==> src/rtl/rpt_pkg.sv <==
package rpt_pkg;

  typedef enum logic [2:0] {
    LN_IDLE = 3'd0,
    LN_HOST = 3'd1,
    LN_SEC  = 3'd2,
    LN_HBLK = 3'd3,
    LN_SBLK = 3'd4
  } ln_state_e;

  localparam int unsigned LN_SCL  = 0;
  localparam int unsigned LN_SDA  = 1;
  localparam int unsigned N_LINES = 2;

  function automatic int unsigned dly_cycles(input logic [1:0] sel, input int unsigned unit);
    case (sel)
      2'd0:    return 0;
      2'd1:    return unit;
      2'd2:    return 2 * unit;
      default: return 4 * unit;
    endcase
  endfunction

endpackage

==> src/rtl/rpt_cond.sv <==
module rpt_cond (
  input  logic clk_i,
  input  logic rst_ni,
  input  logic scl_i,
  input  logic sda_i,
  output logic start_o,
  output logic stop_o
);

  logic scl_q, sda_q;

  always_ff @(posedge clk_i or negedge rst_ni) begin
    if (!rst_ni) begin
      scl_q <= 1'b1;
      sda_q <= 1'b1;
    end else begin
      scl_q <= scl_i;
      sda_q <= sda_i;
    end
  end

  // edges on SDA with SCL held high across both samples
  assign start_o = scl_q & scl_i & sda_q & ~sda_i;
  assign stop_o  = scl_q & scl_i & ~sda_q & sda_i;

endmodule

==> src/rtl/rpt_ctrl.sv <==
module rpt_ctrl (
  input  logic clk_i,
  input  logic rst_ni,
  input  logic arm_set_i,
  input  logic start_i,
  input  logic stop_i,
  output logic arm_o,
  output logic active_o
);

  logic arm_q, active_q;
  logic end_msg;

  assign end_msg = active_q & stop_i;

  always_ff @(posedge clk_i or negedge rst_ni) begin
    if (!rst_ni) begin
      arm_q    <= 1'b0;
      active_q <= 1'b0;
    end else begin
      if (end_msg)        arm_q <= 1'b0;
      else if (arm_set_i) arm_q <= 1'b1;

      if (end_msg)                 active_q <= 1'b0;
      else if (arm_q && start_i)   active_q <= 1'b1;
    end
  end

  assign arm_o    = arm_q;
  assign active_o = active_q;

  AST_ARM_HELD: assert property (@(posedge clk_i) disable iff (!rst_ni)
    active_q |-> arm_q);
  AST_START_NEEDS_ARM: assert property (@(posedge clk_i) disable iff (!rst_ni)
    $rose(active_q) |-> $past(arm_q) && $past(start_i));
  AST_STOP_CLEARS: assert property (@(posedge clk_i) disable iff (!rst_ni)
    (active_q && stop_i) |=> (!arm_q && !active_q));

endmodule

==> src/rtl/rpt_line.sv <==
module rpt_line
  import rpt_pkg::*;
#(
  parameter int unsigned CNT_W = 5
) (
  input  logic             clk_i,
  input  logic             rst_ni,
  input  logic             active_i,
  input  logic [CNT_W-1:0] dly_i,
  input  logic             host_lvl_i,
  input  logic             sec_lvl_i,
  input  logic             gpo_i,
  output logic             host_oe_o,
  output logic             sec_oe_o
);

  ln_state_e        st_q, st_d;
  logic [CNT_W-1:0] cnt_q, cnt_d;
  logic             dly_zero, cnt_last;

  assign dly_zero = (dly_i == '0);
  assign cnt_last = (cnt_q <= CNT_W'(1));

  always_comb begin
    st_d  = st_q;
    cnt_d = cnt_q;
    if (!active_i) begin
      st_d  = LN_IDLE;
      cnt_d = '0;
    end else begin
      unique case (st_q)
        LN_IDLE: begin
          if (!host_lvl_i)     st_d = LN_HOST;  // host wins a tie
          else if (!sec_lvl_i) st_d = LN_SEC;
        end
        LN_HOST: begin
          if (host_lvl_i) begin
            if (dly_zero) st_d = LN_IDLE;
            else begin
              st_d  = LN_HBLK;
              cnt_d = dly_i;
            end
          end
        end
        LN_SEC: begin
          if (sec_lvl_i) begin
            if (dly_zero) st_d = LN_IDLE;
            else begin
              st_d  = LN_SBLK;
              cnt_d = dly_i;
            end
          end
        end
        LN_HBLK: begin
          // secondary still rising: only a fresh host low is honoured
          if (!host_lvl_i)   st_d = LN_HOST;
          else if (cnt_last) st_d = LN_IDLE;
          else               cnt_d = cnt_q - CNT_W'(1);
        end
        LN_SBLK: begin
          if (!sec_lvl_i)    st_d = LN_SEC;
          else if (cnt_last) st_d = LN_IDLE;
          else               cnt_d = cnt_q - CNT_W'(1);
        end
        default: st_d = LN_IDLE;
      endcase
    end
  end

  always_ff @(posedge clk_i or negedge rst_ni) begin
    if (!rst_ni) begin
      st_q  <= LN_IDLE;
      cnt_q <= '0;
    end else begin
      st_q  <= st_d;
      cnt_q <= cnt_d;
    end
  end

  assign host_oe_o = active_i && (st_q == LN_SEC);
  assign sec_oe_o  = active_i ? (st_q == LN_HOST) : !gpo_i;

  AST_HOST_OWNER_HOLDS: assert property (@(posedge clk_i) disable iff (!rst_ni)
    (active_i && st_q == LN_HOST && !host_lvl_i) |=> sec_oe_o);
  AST_SEC_OWNER_HOLDS: assert property (@(posedge clk_i) disable iff (!rst_ni)
    (active_i && st_q == LN_SEC && !sec_lvl_i) |=> host_oe_o);
  AST_BLANK_IGNORES: assert property (@(posedge clk_i) disable iff (!rst_ni)
    (active_i && st_q == LN_HBLK && host_lvl_i && !cnt_last) |=> !host_oe_o);

endmodule

==> src/rtl/i2c_gated_repeater.sv <==
module i2c_gated_repeater
  import rpt_pkg::*;
#(
  parameter int unsigned DLY_UNIT = 4
) (
  input  logic       clk_i,
  input  logic       rst_ni,
  input  logic       arm_set_i,
  input  logic [1:0] dly_sel_i,
  input  logic       gpo_scl_i,
  input  logic       gpo_sda_i,
  input  logic       host_scl_i,
  input  logic       host_sda_i,
  input  logic       sec_scl_i,
  input  logic       sec_sda_i,
  output logic       host_scl_oe_o,
  output logic       host_sda_oe_o,
  output logic       sec_scl_oe_o,
  output logic       sec_sda_oe_o,
  output logic       arm_o,
  output logic       active_o,
  output logic       sec_sda_stat_o
);

  localparam int unsigned MAX_DLY = 4 * DLY_UNIT;
  localparam int unsigned CNT_W   = $clog2(MAX_DLY + 1) < 1 ? 1 : $clog2(MAX_DLY + 1);

  logic             start, stop, active;
  logic [CNT_W-1:0] dly_cyc;
  logic [N_LINES-1:0] host_lvl, sec_lvl, gpo, host_oe, sec_oe;
  logic             stat_q;

  assign dly_cyc  = CNT_W'(dly_cycles(dly_sel_i, DLY_UNIT));
  assign host_lvl = {host_sda_i, host_scl_i};
  assign sec_lvl  = {sec_sda_i, sec_scl_i};
  assign gpo      = {gpo_sda_i, gpo_scl_i};

  rpt_cond u_cond (
    .clk_i  (clk_i),
    .rst_ni (rst_ni),
    .scl_i  (host_scl_i),
    .sda_i  (host_sda_i),
    .start_o(start),
    .stop_o (stop)
  );

  rpt_ctrl u_ctrl (
    .clk_i    (clk_i),
    .rst_ni   (rst_ni),
    .arm_set_i(arm_set_i),
    .start_i  (start),
    .stop_i   (stop),
    .arm_o    (arm_o),
    .active_o (active)
  );

  for (genvar g = 0; g < N_LINES; g++) begin : g_line
    rpt_line #(.CNT_W(CNT_W)) u_line (
      .clk_i     (clk_i),
      .rst_ni    (rst_ni),
      .active_i  (active),
      .dly_i     (dly_cyc),
      .host_lvl_i(host_lvl[g]),
      .sec_lvl_i (sec_lvl[g]),
      .gpo_i     (gpo[g]),
      .host_oe_o (host_oe[g]),
      .sec_oe_o  (sec_oe[g])
    );
  end

  always_ff @(posedge clk_i or negedge rst_ni) begin
    if (!rst_ni) stat_q <= 1'b1;
    else         stat_q <= sec_sda_i;
  end

  assign host_scl_oe_o  = host_oe[LN_SCL];
  assign host_sda_oe_o  = host_oe[LN_SDA];
  assign sec_scl_oe_o   = sec_oe[LN_SCL];
  assign sec_sda_oe_o   = sec_oe[LN_SDA];
  assign active_o       = active;
  assign sec_sda_stat_o = stat_q;

  AST_HOST_FREE_IDLE: assert property (@(posedge clk_i) disable iff (!rst_ni)
    !active_o |-> (!host_scl_oe_o && !host_sda_oe_o));
  AST_ARM_BEFORE_ACTIVE: assert property (@(posedge clk_i) disable iff (!rst_ni)
    active_o |-> arm_o);

endmodule

==> config.mk <==
export PLATFORM = sky130hd
export DESIGN_NAME = i2c_gated_repeater
export DESIGN_NICKNAME = d
export VERILOG_FILES = /design/src/rtl/rpt_pkg.sv /design/src/rtl/rpt_cond.sv /design/src/rtl/rpt_ctrl.sv /design/src/rtl/rpt_line.sv /design/src/rtl/i2c_gated_repeater.sv
export SDC_FILE = /design/constraint.sdc
export NUM_CORES = 1
export LEC_CHECK = 0
export BUFFER_PORTS_ARGS = -buffer_cell sky130_fd_sc_hd__clkbuf_2
export CORE_ASPECT_RATIO = 0.7
export CORE_MARGIN = 1
export CORE_UTILIZATION = 40
export CTS_BUF_LIST = sky130_fd_sc_hd__clkbuf_8
export DETAILED_ROUTE_END_ITERATION = 8
export PLACE_DENSITY = 0.59
export SLEW_MARGIN = 20
export SYNTH_ARGS = -nofsm -noshare
export SYNTH_HDL_FRONTEND = slang
export SYNTH_HIERARCHICAL = 1
export SYNTH_SLANG_ARGS = --single-unit
==> constraint.sdc <==
create_clock -name clk_i -period 5.14 [get_ports clk_i]
set_input_delay 0.257 -clock clk_i [delete_from_list [all_inputs] [get_ports clk_i]]
set_output_delay 0.257 -clock clk_i [all_outputs]
set_load 0.02 [all_outputs]
Yosys cells after proc, flatten, opt, wreduce, memory -nomap -nowiden
Index checks and enable logic that the tools add are counted.
- memories kept: 0
- RAM bits: 0
- memory bits (read-only): 0
- bits in registers: 21
- logic and storage cells: 101
- latch bits: 0
- equality and inequality tests: 22
- reduce and logical (&&, ||, !) cells: 15
- add/subtract/negate cells: 2
- magnitude comparators: 2
- multipliers: 0
- shift-type cells: 0
- bitwise operators: 8
- muxes and demuxes: 43
- div/mod/pow operators: 0
- operators by type and width (kind ; count):
    two-way mux 5 bit ; 14
    two-way mux 3 bit ; 17
    case mux 5 bit (4 select lines) ; 2
    case mux 3 bit (5 select lines) ; 2
    != test 3 bit, second input constant ; 8
    case mux 5 bit (3 select lines) ; 1
    equality test 3 x 2 -> 1 bit, second input constant ; 4
    <= comparator 5 x 1 -> 1 bit, second input constant ; 2
    != test 5 x 1 -> 1 bit, second input constant ; 2
    AND reduction 5 bit ; 2
    subtractor 5 x 1 -> 5 bit, second input constant ; 2
    != test 4 bit, second input constant ; 2
    AND 1 bit ; 6
    equality test 3 x 1 -> 1 bit, second input constant ; 2
    equality test 3 bit, second input constant ; 2
    zero test 3 bit ; 2
    two-way mux 1 bit ; 6
    AND reduction 3 bit ; 2
    zero test 5 bit ; 1
    nonzero test 2 bit ; 2
    logical AND 1 bit ; 3
    equality test 2 x 1 -> 1 bit, second input constant ; 1
    equality test 2 bit, second input constant ; 1
    zero test 1 bit ; 2
    3 further kinds ; 4

Longest topological paths before layout
Gate-level depths: netlist of run 1.
- depth after elaboration: 7
- gate-level depth with buffers: 7

Cells and area by module
The synthesis of run 1 kept the hierarchy.
- modules (own cells, without submodules) (module ; cells each ; area an instance (µm²) ; instances):
    rpt_line (g_line[1].u_line) ; 89 ; 793.3 ; 1
    rpt_line (g_line[0].u_line) ; 95 ; 759.5 ; 1
    rpt_cond ; 4 ; 72.6 ; 1
    rpt_ctrl ; 6 ; 72.6 ; 1
    i2c_gated_repeater ; 5 ; 52.6 ; 1

Worst setup path before layout of run 1
OpenSTA, ideal clock, no wires.
- kind: reg-to-reg
- from: reg u_ctrl.active_q, in the netlist u_ctrl/active_o
- to: reg g_line[1].u_line.st_q[1]
- arrival time: 1.824 ns
- buffers on the path: 1
- clock period less this slack: 1.919 ns
- cell stages (with the launch flop): 6
- slack: 3.221 ns
- cell sequence: dfrtp_1 -> clkbuf_1 -> inv_1 -> nor4_1 -> nand2b_1 -> o31ai_1
- cells in the longest elaborated chain, start to end: 2
- RTL lines (item ; line ; text):
    start, declared ; rpt_ctrl.sv:11 ; logic arm_q, active_q;
    start signal, assigned ; rpt_ctrl.sv:19 ; active_q <= 1'b0;
    start signal, assigned ; rpt_ctrl.sv:24 ; if (end_msg) active_q <= 1'b0;
    start signal, assigned ; rpt_ctrl.sv:25 ; else if (arm_q && start_i) active_q <= 1'b1;
    != test 4 bit (no line) or != test 3 bit (tied branches) ; n/a ;
    AND reduction 3 bit (no line) ; n/a ;
    end signal, assigned ; rpt_line.sv:75 ; st_q <= st_d;
    end, declared ; rpt_line.sv:17 ; ln_state_e st_q, st_d;
Parallel ways exist; a longest one is shown, timed or not.
A chain may end at the register's enable or synchronous reset.

Worst setup path after layout of run 1
- from: reg u_ctrl.active_q, in the netlist u_ctrl/active_o
- to: out host_sda_oe_o
- cells in the longest elaborated chain, start to end: 1
- RTL lines (item ; line ; text):
    logical AND 1 bit ; rpt_line.sv:80 ; assign host_oe_o = active_i && (st_q == LN_SEC);
    end, declared ; i2c_gated_repeater.sv:17 ; output logic host_sda_oe_o,
Every way passes these cells.

==> impl_results.md, run 1 <==
- Critical path arrival: 2.04 ns
- Fmax: 436 MHz
- Worst path cell trace: inv_1 -> nor4_1 -> clkbuf_2
- Max H-tree Level: 1
- Final Max Slew Viols: 0
- Endpoint type of the worst setup path: output pin
- Clk_skew: 0.00457 ns
- Place WS: 3.06 ns
- Final hold violation count: 0
- Worst setup SP type: register
- Largest net degree at the start of global routing: 23
- Port Buf Inserts: 17
- Slack of the worst reg-to-reg path: around 3.0 ns
- Clock transition at the registers of the reported paths: 0.08 ns
- Setup ws final: 2.84 ns
- Slowest Stage Delay on Critical Path: 0.84 ns
- Number of global-route vias before repair: 1401
- CTS tree: done
- Core area: a little over 4000 µm²
- RePlAce Congestion: 0.835
- VDD IR-drop max: 0.169 mV
- Final WL: 4.01 mm
- P&R area growth vs syn: 9.44%
- TNS Setup: 0 ns
- Row count: 19
- Worst R2R Start: g_line[0].u_line/st_q[2]
- Yosys top cell area share: 25.7%
- Starting density of the core: between 40% and 50%
- Flops & latches, synth: 21
- Final hold slack: 0.135 ns
- Worst reg2reg path depth: 4
- CP Capture Point: host_sda_oe_o
- Chip height: 57.3 µm
- Post-route ant nets: 0
- Most common cell after layout, fill and taps aside: dfrtp_1
- CP Max Fanout: 22
- Async set-reset flop share out of synthesis: 100%
- Critical path depth in cells: 3
- Fillcell total: 392
- Buffers & Inverters on Critical Path: 2
- Post-synth cell types: 65
- Crit path from: u_ctrl/active_o
- Slew headroom: 49.8%
- Average size of a mapped cell: 8.80 µm²
- DP Area: 1860 µm²
- Sequential-to-total area share from yosys stat: around 30%
- Hold_buf cts: 1
- Largest area contributor in the netlist: dfrtp_1
- Post-CTS Resized: 0
- Crit path time final: approximately 2.3 ns
- CTS max path bufs: 2
- Die X-Extent: 81.1 µm
- Worst Hold Class: input pin to register
- YS warnings: 6
- Commonest non-fill, non-tap cells in the layout: dfrtp_1, clkbuf_2, inv_1, nand2_1
- Outcome: completed
- Clk sinks: 21
- Main flop type after synthesis: dfrtp_1
- WL/cell: 14.8 µm
- Final worst-path cycle share: 44.7%
- Layout cells sized above 1: 17.8%
- Cell area after synthesis: 1750 µm²
- Detailed placer's ending HPWL: 2.91 mm
- Clock buffer count from CTS: 3
- Required time of the critical path: 4.88 ns
- Initial antenna violation count: 0
- Initial DRT Pass Iterations: 4
- Total gr overflow: 0
- Final setup violation count: 0
- Final Cell Area: 1920 µm²
- Remaining DRCs: 0
- Tot GR Track Use: between 10% and 20%
- Die area: 4650 µm²
- Clock Root Buffer: clkbuf_8
- Post-synth EDFFs: 0
- Worst-skew pair later-pin latency: 0.26 ns
- Vias: 1563
- First-pass GRT wire length: around 6.8 mm
- CP delay by family, top: flip-flops
- Reg2reg end: g_line[0].u_line/cnt_q[3]
- Slowest-stage cell, CP: dfrtp_1
- Postcts setup bufs: 0
- Maxcap violations: 0
- Slew @ Worst Pin: 0.753 ns
- Fin nets: 235
- Synth Instances: between 150 and 200
- Vias per cell: 5.77
- ANT cells: 0
- DR iter-0 viols: 84
- RSZ-0062 raised after global routing: false
- Power per cell area: 418 nW/µm²
- I/O pins: 18
- Leak: between 0.8 and 0.9 nW
- Top cells by area, synth: dfrtp_1, dfstp_2, o32ai_1
- WS Path Type: register to output pin
[worst min path at each step]
stage	start	to	slack, ns	cells past startpoint
after floorplan	rst_ni	g_line[0].u_line/cnt_q[0]	-0.04	0
after global placement	rst_ni	u_ctrl/arm_o	0.28	1
after detailed placement	rst_ni	u_ctrl/arm_o	0.28	1
after CTS	sec_sda_i	sec_sda_stat_o	0.13	1
after global routing	sec_sda_i	sec_sda_stat_o	0.12	1
final	sec_sda_i	sec_sda_stat_o	0.14	1
[final cells by class]
class	instances	area (µm²)	area share (%)
multi-input cells	161	1120	58.7
flip-flops and latches	21	529	27.6
repair buffers	18	95.1	4.96
well taps	52	65.1	3.40
inverters	15	56.3	2.94
clock buffers	3	41.3	2.16
clock inverters	1	5.00	0.261
[where the power goes]
part | total, mW | internal (mW) | switching (mW)
Sequential | 0.285 | 0.201 | 0.0847
Combinational | 0.407 | 0.175 | 0.232
Clock | 0.108 | 0.0539 | 0.0542
[Yosys cell counts, drive strengths merged (2+ instances only)]
| master | instances |
|---|---|
| a2111oi | 3 |
| a211oi | 3 |
| a21oi | 10 |
| a22oi | 2 |
| a2bb2oi | 2 |
| a31oi | 6 |
| and3 | 9 |
| and3b | 2 |
| and4b | 2 |
| buf | 7 |
| clkbuf | 4 |
| dfrtp | 18 |
| dfstp | 3 |
| ha | 4 |
| inv | 15 |
| mux2i | 4 |
| nand2 | 15 |
| nand3b | 3 |
| nor2 | 10 |
| nor2b | 6 |
| nor3 | 6 |
| nor3b | 2 |
| nor4 | 8 |
| o211a | 3 |
| o211ai | 4 |
| o21ai | 9 |
| o31ai | 2 |
| o32ai | 8 |
| or3 | 5 |
| or3b | 2 |
[worst register-to-register path: stages (launching register included)]
cell and delay, ns:
dfrtp_1 0.60, or3b_4 0.46, and4_4 0.23, or3_4 0.42
o32ai_1 0.30
[logic make-up after synthesis]
group / Yosys count / share of synthesized area [%]
AO/OA/AOI/OAI: 61 / 26.8
XOR/XNOR: 2 / 1.00
adder cells (fa/ha/maj): 4 / 2.86
buffers and inverters: 26 / 7.50
flip-flops: 21 / 30.2
multiplexers: 4 / 2.29
other: 1 / 0.214
AND/OR/NAND/NOR: 80 / 29.1
[routing by layer]
layer / vias to the layer above / track usage [%] / routed length [µm]
met2: 37 / 26.4 / 1570
met4: 0 / 1.79 / 13
met1: 724 / 30.0 / 2250
li1: 800 / - / -
met5: - / 0 / 0
met3: 2 / 4.16 / 179
[through the flow]
step                instances  util [%]  power [mW]
finish                    271      47.1       0.800
global route              271      47.1       0.879
CTS                       271      47.1       0.802
detailed placement        266      45.7       0.687
global placement          266      45.7       0.695
floorplan                 208         -       0.618
[state kept, by name (all words and copies together), names as in the netlist]
| signal | flops |
|---|---|
| g_line.u_line/cnt_q | 10 |
| g_line.u_line/st_q | 6 |
| sec_sda_stat_o | 1 |
| u_cond/scl_q | 1 |
| u_cond/sda_q | 1 |
| u_ctrl/active_o | 1 |
| u_ctrl/arm_o | 1 |
Note: power is estimated with default switching activity, not from simulation.
==> run 2: changes to the inputs <==
==> constraint.sdc (replaced) <==
create_clock -name clk_i -period 2.2 [get_ports clk_i]
set_input_delay 0.11 -clock clk_i [delete_from_list [all_inputs] [get_ports clk_i]]
set_output_delay 0.11 -clock clk_i [all_outputs]
set_load 0.02 [all_outputs]
==> run 2 against run 1 <==
Sequential power increased by 110%. Cell count up 3.7%. Register-to-register slack worse by 2.8 ns. Design area up 4.0%. Wire length up 4.5%. Critical path depth up 1. Worst setup slack got worse by 2.6 ns. Combinational power grew to 2.8 times the previous value. Global-route usage up 0.31 points. Critical path type is now register to register. Critical endpoint is now g_line[0].u_line/cnt_q[3]. Largest power group unchanged.
==> impl_results.md, run 2 (synthesis gave the netlist of run 1 again) <==
- Outcome: completed (unchanged)
- Max FFs per register: 10 (unchanged)
- Clock Root Buffer: clkbuf_8 (unchanged)
- Final WL: 4.19 mm (was 4.01 mm)
- Slew headroom: 62.4% (was 49.8%)
- Remaining DRCs: 0 (unchanged)
- Setup ws final: 0.276 ns (was 2.84 ns)
- Regs by FF count: g_line.u_line/cnt_q: 10 flops, g_line.u_line/st_q: 6 flops (unchanged)
- Port Buf Inserts: 17 (unchanged)
- Slew @ Worst Pin: 0.564 ns (was 0.753 ns)
- Worst setup SP type: register (unchanged)
- Post-CTS Resized: 0 (unchanged)
- RSZ-0062 raised after global routing: false (unchanged)
- Multi-input logic area: 1120 µm² (unchanged)
- Clock buffer count from CTS: 3 (unchanged)
- Clk_skew: 0.00115 ns (was 0.00457 ns)
- Clk sinks: 21 (unchanged)
- RePlAce Congestion: 0.928 (was 0.835)
- I/O pins: 18 (unchanged)
- Register area: 529 µm² (unchanged)
- WS Path Type: register to register (was register to output pin)
- Crit path time final: roughly 1.9 ns
- Post-route ant nets: 0 (unchanged)
- Place WS: 0.292 ns (was 3.06 ns)
- WL/cell: 14.9 µm (was 14.8 µm)
- Tot GR Track Use: 19.1% (was 18.8%)
- Hold Path Cell Cnt: 1 (unchanged)
- Hold endpoint: u_cond/sda_q (was sec_sda_stat_o)
- Starting density of the core: 43.1% (unchanged)
- Final hold slack: 0.0150 ns (was 0.135 ns)
- Leak: 0.867 nW (was 0.816 nW)
- Postcts setup bufs: 0 (unchanged)
- Largest net degree at the start of global routing: 22 (was 23)
- Required time of the critical path: 2.36 ns (was 4.88 ns)
- First-pass GRT wire length: 6.68 mm (was 6.77 mm)
- Final Max Slew Viols: 0 (unchanged)
- Core area: 4070 µm² (unchanged)
- Vias per cell: 5.69 (was 5.77)
- CTS max path bufs: 2 (unchanged)
- Clock transition at the registers of the reported paths: 0.08 ns (about the same)
- Die area: 4650 µm² (unchanged)
- Worst reg2reg path depth: 4 (unchanged)
- Slack of the worst reg-to-reg path: 0.28 ns (was 3.03 ns)
- Maxcap violations: 0 (unchanged)
- Detailed placer's ending HPWL: 3.08 mm (was 2.91 mm)
- Chip height: 57.3 µm (unchanged)
- Most common cell after layout, fill and taps aside: dfrtp_1 (unchanged)
- Worst R2R Start: g_line[0].u_line/st_q[0] (was g_line[0].u_line/st_q[2])
- Layout cells sized above 1: 20.5% (was 17.8%)
- Final worst-path cycle share: 87.4%
- Final setup violation count: 0 (unchanged)
- Hold Crit Start: host_sda_i (was sec_sda_i)
- Endpoint type of the worst setup path: register (was output pin)
- Row count: 19 (unchanged)
- CTS tree: done (unchanged)
- CP Max Fanout: 10 (was 22)
- Initial antenna violation count: 0 (unchanged)
- Die X-Extent: 81.1 µm (unchanged)
- Vias: 1599 (was 1563)
- Total gr overflow: 0 (unchanged)
- PnR Total Power: 1.97 mW (was 0.800 mW)
- Critical path arrival: 2.09 ns (was 2.04 ns)
- Max H-tree Level: 1 (unchanged)
- ANT cells: 0 (unchanged)
- Commonest non-fill, non-tap cells in the layout: dfrtp_1, clkbuf_2, inv_1 (was dfrtp_1, clkbuf_2, inv_1, nand2_1)
- P&R area growth vs syn: 13.8% (was 9.44%)
- Register with the most flip-flops: g_line.u_line/cnt_q (unchanged)
- Number of global-route vias before repair: 1349 (was 1401)
- Initial DRT Pass Iterations: 4 (unchanged)
- Reg2reg end: g_line[0].u_line/cnt_q[3] (unchanged)
- TNS Setup: 0 ns (unchanged)
- Power per cell area: 988 nW/µm² (was 418 nW/µm²)
- Fillcell total: 379 (was 392)
- Fin nets: 245 (was 235)
- Final hold violation count: 0 (unchanged)
- Worst-skew pair later-pin latency: 0.26 ns (about the same)
- DR iter-0 viols: 75 (was 84)
- VDD IR-drop max: 0.411 mV (was 0.169 mV)
- Worst Hold Class: input pin to register (unchanged)
- Fmax: 520 MHz
[run 2: layout make-up]
type	count	area share, %
clock buffers	3	2.07
clock inverters	1	0.188
inverters	15	2.83
multi-input cells	161	56.4
flip-flops and latches	21	26.6
well taps	52	3.27
repair buffers	28	8.67
[run 2: worst max-delay path by stage]
stage	slack (ns)	from	end
global route	0.19	g_line[0].u_line/st_q[0]	g_line[0].u_line/cnt_q[4]
CTS	0.27	g_line[0].u_line/st_q[0]	g_line[0].u_line/cnt_q[3]
floorplan	0.28	u_ctrl/active_o	g_line[1].u_line/st_q[1]
global placement	0.33	dly_sel_i[1]	g_line[1].u_line/cnt_q[2]
detailed placement	0.29	g_line[0].u_line/st_q[0]	g_line[0].u_line/cnt_q[3]
finish	0.28	g_line[0].u_line/st_q[0]	g_line[0].u_line/cnt_q[3]
[run 2: per-layer routing]
layer	global-route usage, %	routed length, µm	up-vias
met3	4.00	242	2
li1	-	-	809
met2	25.6	1600	45
met5	0	0	-
met4	3.06	14	0
met1	31.2	2330	743
[run 2: what timing repair did]
item | CTS | global route
hold buffers | 2 | 0
setup endpoints to repair | 0 | 0
endpoints found under the hold margin | 19 | 0
[run 2: where the power goes]
group | internal, mW | switching, mW
Clock | 0.124 | 0.126
Sequential | 0.471 | 0.128
Combinational | 0.480 | 0.639
[run 2: worst max-delay path, stage by stage (launching register included)]
cell and delay (ns):
dfrtp_1 0.47, or3b_4 0.43, and4_4 0.23, or3_4 0.42, o32ai_1 0.27
[run 2: stage by stage]
| step | std cells | util [%] | area (µm²) |
|---|---|---|---|
| final | 281 | 49.0 | 1990 |
| after global routing | 281 | 49.0 | 1990 |
| after CTS | 281 | 49.0 | 1990 |
| after detailed placement | 275 | 47.4 | 1930 |
| after global placement | 275 | 47.4 | 1930 |
| after floorplan | 208 | - | 1780 |
